<file path="src/rtl/clkmode_pkg.sv">
`timescale 1ns/1ps
// Shared types and ratio constants for the clock mode decoder.
// Assumes five divided groups in the order cpu, half, f66, bus, apic.
package clkmode_pkg;

    typedef enum logic [1:0] {
        MD_HIZ  = 2'd0,
        MD_TEST = 2'd1,
        MD_SLOW = 2'd2,
        MD_FAST = 2'd3
    } mode_e;

    typedef enum logic [1:0] {
        SP_OFF    = 2'd0,
        SP_CENTER = 2'd1,
        SP_DOWN   = 2'd2,
        SP_RSVD   = 2'd3
    } spread_e;

    localparam int NDIV     = 5;
    localparam int NGRP     = 7;
    localparam int PER_FAST = 16;
    localparam int PER_SLOW = 24;

    // Half-period in input cycles of divided group g in fast run and test.
    function automatic int hp_fast(input int g);
        case (g)
            0:       return 1;
            1:       return 2;
            2:       return 2;
            3:       return 4;
            default: return 8;
        endcase
    endfunction

    // Half-period in input cycles of divided group g in slow run.
    function automatic int hp_slow(input int g);
        case (g)
            0:       return 2;
            1:       return 4;
            2:       return 3;
            3:       return 6;
            default: return 12;
        endcase
    endfunction

endpackage

</file>
<file path="src/rtl/clkmode_sync.sv">
`timescale 1ns/1ps
// Multi-stage synchroniser for the asynchronous select pins.
// Assumes the pins are quasi-static; each bit is synchronised on its own.
module clkmode_sync #(
    parameter int W      = 4,
    parameter int STAGES = 2
) (
    input  logic         clk,
    input  logic         rst_n,
    input  logic [W-1:0] d,
    output logic [W-1:0] q
);

    logic [W-1:0] stg [STAGES];

    // First stage samples the raw pins.
    always_ff @(posedge clk) begin
        if (!rst_n) stg[0] <= '0;
        else        stg[0] <= d;
    end

    genvar s;
    generate
        for (s = 1; s < STAGES; s++) begin : g_stage
            // Each further stage re-samples the previous one.
            always_ff @(posedge clk) begin
                if (!rst_n) stg[s] <= '0;
                else        stg[s] <= stg[s-1];
            end
        end
    endgenerate

    assign q = stg[STAGES-1];

endmodule

</file>
<file path="src/rtl/clkmode_decode.sv">
`timescale 1ns/1ps
// Combinational select decoder: mode, spread code and 48 MHz float flag.
// Assumes synchronised inputs; reserved spread settings map to off.
module clkmode_decode
    import clkmode_pkg::*;
(
    input  logic       sel_fast,
    input  logic [1:0] sel_mode,
    input  logic       spread_n,
    output mode_e      mode,
    output spread_e    code,
    output logic       usb_z
);

    // Choose the output mode from speed and mode pins.
    always_comb begin
        if (sel_mode == 2'b00) mode = sel_fast ? MD_TEST : MD_HIZ;
        else                   mode = sel_fast ? MD_FAST : MD_SLOW;
    end

    // Choose the modulator code; inactive pin or floating modes give off.
    always_comb begin
        if (spread_n || sel_mode == 2'b00) code = SP_OFF;
        else if (sel_mode == 2'b01)        code = SP_CENTER;
        else                               code = SP_DOWN;
    end

    // The 48 MHz synthesiser is disabled for this one mode setting.
    assign usb_z = (sel_mode == 2'b10);

endmodule

</file>
<file path="src/rtl/clkmode_divtree.sv">
`timescale 1ns/1ps
// Single synchronous counter feeding all divided groups, so every
// group changes on the same input edge. Assumes PER_F and PER_S are
// multiples of twice each group's half-period for their speed.
module clkmode_divtree
    import clkmode_pkg::*;
#(
    parameter int PER_F = PER_FAST,
    parameter int PER_S = PER_SLOW,
    localparam int PER_MAX = (PER_S > PER_F) ? PER_S : PER_F,
    localparam int CNT_W   = $clog2(PER_MAX)
) (
    input  logic            clk,
    input  logic            rst_n,
    input  logic            restart,
    input  logic            run,
    input  logic            slow,
    output logic [NDIV-1:0] lvl
);

    logic [CNT_W-1:0] cnt;
    logic [CNT_W-1:0] cnt_nxt;
    logic [NDIV-1:0]  lvl_nxt;
    logic             at_end;

    // Detect the last count of the active period.
    assign at_end = slow ? (cnt == CNT_W'(PER_S - 1)) : (cnt == CNT_W'(PER_F - 1));

    // Next count: zero on restart or idle, wrap at period end.
    always_comb begin
        if (restart || !run) cnt_nxt = '0;
        else if (at_end)     cnt_nxt = '0;
        else                 cnt_nxt = cnt + 1'b1;
    end

    genvar g;
    generate
        for (g = 0; g < NDIV; g++) begin : g_grp
            localparam int HF = hp_fast(g);
            localparam int HS = hp_slow(g);
            // Level is high in the second half of each group period.
            always_comb begin
                if (slow) lvl_nxt[g] = ((int'(cnt_nxt) % (2 * HS)) >= HS);
                else      lvl_nxt[g] = ((int'(cnt_nxt) % (2 * HF)) >= HF);
            end
        end
    endgenerate

    // Register counter and all levels on the same edge.
    always_ff @(posedge clk) begin
        if (!rst_n) begin
            cnt <= '0;
            lvl <= '0;
        end else begin
            cnt <= cnt_nxt;
            lvl <= lvl_nxt;
        end
    end

endmodule

</file>
<file path="src/rtl/clkmode_gen.sv">
`timescale 1ns/1ps
// Top: synchronises selects, holds the active mode, drives the divide
// tree, the output enables, the spread code and the 48 MHz float flag.
// Assumes clk is the VCO in run modes and the test clock in test mode.
module clkmode_gen
    import clkmode_pkg::*;
#(
    parameter int SYNC_STAGES = 2
) (
    input  logic        clk,
    input  logic        rst_n,
    input  logic        sel_fast,
    input  logic [1:0]  sel_mode,
    input  logic        spread_n,
    input  logic        ref_src,
    input  logic        usb_src,
    output logic        cpu_clk,
    output logic        half_clk,
    output logic        f66_clk,
    output logic        bus_clk,
    output logic        apic_clk,
    output logic        ref_clk,
    output logic        usb_clk,
    output logic [6:0]  grp_oe,
    output logic        usb_hold_z,
    output logic [1:0]  spread_code
);

    localparam int SW = 4;

    logic [SW-1:0]   pins_s;
    mode_e           mode_new;
    mode_e           mode_q;
    spread_e         code_new;
    spread_e         code_q;
    logic            usbz_new;
    logic            usbz_q;
    logic            mode_chg;
    logic            run_en;
    logic [NDIV-1:0] lvl;

    clkmode_sync #(.W(SW), .STAGES(SYNC_STAGES)) u_sync (
        .clk   (clk),
        .rst_n (rst_n),
        .d     ({sel_fast, sel_mode, spread_n}),
        .q     (pins_s)
    );

    clkmode_decode u_dec (
        .sel_fast (pins_s[3]),
        .sel_mode (pins_s[2:1]),
        .spread_n (pins_s[0]),
        .mode     (mode_new),
        .code     (code_new),
        .usb_z    (usbz_new)
    );

    assign mode_chg = (mode_new != mode_q);
    assign run_en   = (mode_q != MD_HIZ);

    // Hold the decoded mode, spread code and float flag.
    always_ff @(posedge clk) begin
        if (!rst_n) begin
            mode_q <= MD_HIZ;
            code_q <= SP_OFF;
            usbz_q <= 1'b0;
        end else begin
            mode_q <= mode_new;
            code_q <= code_new;
            usbz_q <= usbz_new;
        end
    end

    clkmode_divtree u_div (
        .clk     (clk),
        .rst_n   (rst_n),
        .restart (mode_chg),
        .run     (run_en),
        .slow    (mode_q == MD_SLOW),
        .lvl     (lvl)
    );

    assign cpu_clk  = lvl[0];
    assign half_clk = lvl[1];
    assign f66_clk  = lvl[2];
    assign bus_clk  = lvl[3];
    assign apic_clk = lvl[4];

    // Select the reference source: test clock itself or the oscillator.
    always_comb begin
        if (mode_q == MD_TEST) ref_clk = clk;
        else if (run_en)       ref_clk = ref_src;
        else                   ref_clk = 1'b0;
    end

    // Select the 48 MHz source: test tree, synthesiser or held low.
    always_comb begin
        if (mode_q == MD_TEST)     usb_clk = lvl[0];
        else if (run_en && !usbz_q) usb_clk = usb_src;
        else                       usb_clk = 1'b0;
    end

    // Enable every group unless floating; drop only usb when it floats.
    always_comb begin
        if (!run_en)     grp_oe = 7'b0000000;
        else if (usbz_q) grp_oe = 7'b0111111;
        else             grp_oe = 7'b1111111;
    end

    assign usb_hold_z  = usbz_q;
    assign spread_code = code_q;

endmodule

</file>
<file path="config.mk">
export PLATFORM = sky130hd
export DESIGN_NAME = clkmode_gen
export DESIGN_NICKNAME = d
export VERILOG_FILES = /design/src/rtl/clkmode_pkg.sv /design/src/rtl/clkmode_sync.sv /design/src/rtl/clkmode_decode.sv /design/src/rtl/clkmode_divtree.sv /design/src/rtl/clkmode_gen.sv
export SDC_FILE = /design/constraint.sdc
export NUM_CORES = 1
export LEC_CHECK = 0
export BUFFER_PORTS_ARGS = -buffer_cell sky130_fd_sc_hd__buf_2
export CORE_MARGIN = 2
export CORE_UTILIZATION = 50
export CTS_BUF_LIST = sky130_fd_sc_hd__clkbuf_16
export DETAILED_ROUTE_END_ITERATION = 16
export PLACE_DENSITY = 0.86
export SYNTH_ARGS = -nofsm -noshare
export SYNTH_HDL_FRONTEND = slang
export SYNTH_SLANG_ARGS = --single-unit
</file>
<file path="constraint.sdc">
create_clock -name clk -period 4 [get_ports clk]
set_input_delay 0.4 -clock clk [delete_from_list [all_inputs] [get_ports clk]]
set_output_delay 0.4 -clock clk [all_outputs]
set_load 0.02 [all_outputs]
</file>
==> impl_metrics.tcl <==
set metrics [dict create \
    vias_per_cell 5.83 \
    ff2ff_path_depth 18 \
    hp-start "spread_n" \
    setup_tns_ps 0 \
    grt_overflow_total 0 \
    vias 1503 \
    globalRoute.busiestLayer "met2" \
    path_buf_inv 1 \
    synth_seq_cells 23 \
    cp.required_ps 4310 \
    drt-total-wl_mm 4.32 \
    cp-start-kind "register" \
    grt_max_degree 24 \
    irDropWorstVdd_mv 0.251 \
    cp_max_fo 8 \
    fmaxAchievable_mhz 262 \
    place_congestion 0.891 \
    die_x_um 61.7 \
    max_stage_delay_ps 380 \
    diodes 0 \
    cts_tree "done" \
    period_share_pct 95.3 \
    rows 20 \
    p_leak_nw 0.868 \
    grt_pass1_wl_mm 6.73 \
    skew_ps 4.02 \
    antenna_found_initial 0 \
    tightest_slew_ps 518 \
    drtAntennaViolNets 0 \
    hold_path_class "in2reg" \
    power_per_cell_area_nw_per_um2 314 \
    grtUsageTotal_pct 25.8 \
    worstSetupPathType "reg2reg" \
    crit_cells 18 \
    synth_area_um2 1660 \
    slowest_stage "o21ai_0" \
    startpoint "u_sync.stg[1][2]" \
    syn_to_final_growth_pct 25.6 \
    start_util_pct 53.6 \
    grt_use_met3_pct 8.07 \
    reg2reg_from "u_sync.stg[1][2]" \
    io_buffer_count 24 \
    drt_pass1_iterations 4 \
    syn_area_per_cell_um2 9.30 \
    maxCapViolations 0 \
    insertion_delay_ps 380 \
    path_clk_slew_ps 70 \
    synth.distinct_cells 59 \
    hold_violations 0 \
    arrival_ps 4120 \
    finalSetupViolations 0 \
    cts_hold_buf 0 \
    use_met2_pct 41.8 \
    grt_pass1_vias 1446 \
    dpl.hpwl_mm 2.93 \
    relSlewSlack_pct 65.2 \
    seq_area_frac_synth_pct 27.7 \
    die_y_um 61.7 \
    status "finished, final reports clean" \
    syn_nets 192 \
    drv_slew 0 \
    crit_chain "o21ai_0 -> o22a_4 -> a21oi_2 -> nand2_1 -> inv_1 -> ha_1 -> nor2b_1 -> mux2_4 -> o2bb2ai_2 -> a211oi_4 -> xnor2_4 -> ha_1 -> and3_1 -> or2_2 -> o32a_1 -> mux2i_1 -> a22oi_1 -> a31oi_1" \
    crit_family "compound AO/OA/AOI/OAI gates" \
    grtUsageMet1_pct 30.1 \
    wire_per_inst_um 16.7 \
    syn_inst 179 \
    ys_warn_count 0 \
    total_power_mw 0.657 \
    synth-async-reset-ratio_pct 0 \
    hold_path_depth 2 \
    drtIter0Drc 149 \
    drc_errors 0 \
    crit_path_frequent_cell "ha_1" \
    ys.flop_type "dfxtp_1" \
    fin_nets 228 \
    coreArea_um2 3100 \
    drive_gt1_share_pct 38.8 \
    io_pins 25 \
    dieArea_um2 3810 \
    whs_ps 228 \
    synth_edf_count 0 \
    post-route-min-period_ps 3810 \
    endpoint_kind "register" \
]
-- state kept, by name, indices dropped and copies added (netlist names) --
signal and flops:
mode_q 2, u_div.lvl 5, usb_hold_z 1, u_div.cnt 5, spread_code 2, u_sync.stg 8
-- per-stage QoR --
stage               setup WS, ps  std cells  area, um^2  util (%)
global placement             163        246        1830      59.0
CTS                         35.1        253        1990      64.2
global route               -70.8        258        2090      67.4
floorplan                    158        179        1660         -
detailed placement          66.7        246        1830      59.0
finish                       188        258        2090      67.4
-- final timing paths --
check | slack [ps] | endpoint
worst min register to register | 430 | u_sync.stg[1][3]
worst max register to register | 190 | u_div.lvl[2]
worst max-delay path | 190 | u_div.lvl[2]
worst min-delay path | 230 | u_sync.stg[0][0]
-- power breakdown --
part	internal (mW)	leakage [nW]	switching, mW
Clock	0.264	0.0819	0.113
Sequential	0.235	0.189	0.00426
Combinational	0.0165	0.597	0.0246
-- repair_timing --
action                     4_1_cts  5_1_grt
pin swaps                        0        4
setup buffers                    0        5
setup endpoints to repair        1        1
gates resized for setup          1       13
-- layout by cell type, fill, tap and decap left out, types with 3 or more instances in the layout --
cell type and n:
buf_2 24, nand2_1 22, dfxtp_1 19, buf_4 14, and2_1 12, o21ai_0 9
a21oi_1 9, clkbuf_16 6, nor2b_1 4, inv_1 4, nor2_1 4, ha_1 4
dfxtp_2 4, nand3b_1 3, xor2_1 3, a21oi_2 3, a2111oi_4 3, mux2i_1 3
and3_1 3, o31ai_1 3, a21boi_0 3
-- metal layers --
metal,share of wire [%],up-vias
li1,-,723
met4,2.5,0
met5,0,-
met2,51,61
met1,39,707
met3,7.5,12
-- cells in the mapped netlist, drive strengths merged, types with 2 or more instances --
cell / instances / area [um^2]
and2: 13 / 83.8
dfxtp: 23 / 460
nand2b: 2 / 12.5
nand3: 2 / 10.0
nand3b: 3 / 22.5
mux2: 2 / 30.0
a21boi: 3 / 22.5
ha: 5 / 62.6
mux2i: 3 / 30.0
inv: 4 / 15.0
a31oi: 2 / 12.5
nor2b: 5 / 31.3
or2: 4 / 25.0
nand2: 22 / 82.6
clkbuf: 2 / 7.51
nor3: 2 / 15.0
xnor2: 5 / 81.3
a21oi: 13 / 76.3
xor2: 4 / 35.0
o31ai: 3 / 22.5
a211oi: 2 / 32.5
nor2: 5 / 21.3
nor4: 2 / 12.5
a2111oi: 5 / 100
and3: 5 / 37.5
a22oi: 2 / 20.0
buf: 8 / 67.6
o21ai: 10 / 53.8
-- layout make-up --
type / count / area, um^2
Multi-Input combinational cell: 142 / 1170
Sequential cell: 23 / 465
Inverter: 4 / 15.0
Fill cell: 251 / 1010
Clock buffer: 7 / 155
Timing Repair Buffer: 37 / 220
Tap cell: 44 / 55.1
Clock inverter: 1 / 7.51
-- logic make-up after synthesis --
kind of cell    synth area share (%)
simple gates                    23.8
compound gates                  28.8
flops                           27.7
buf+inv                         5.41
xor+xnor                        6.99
mux                             3.61
fa+ha+maj                       3.76
Power figures use the tool's default switching activity.
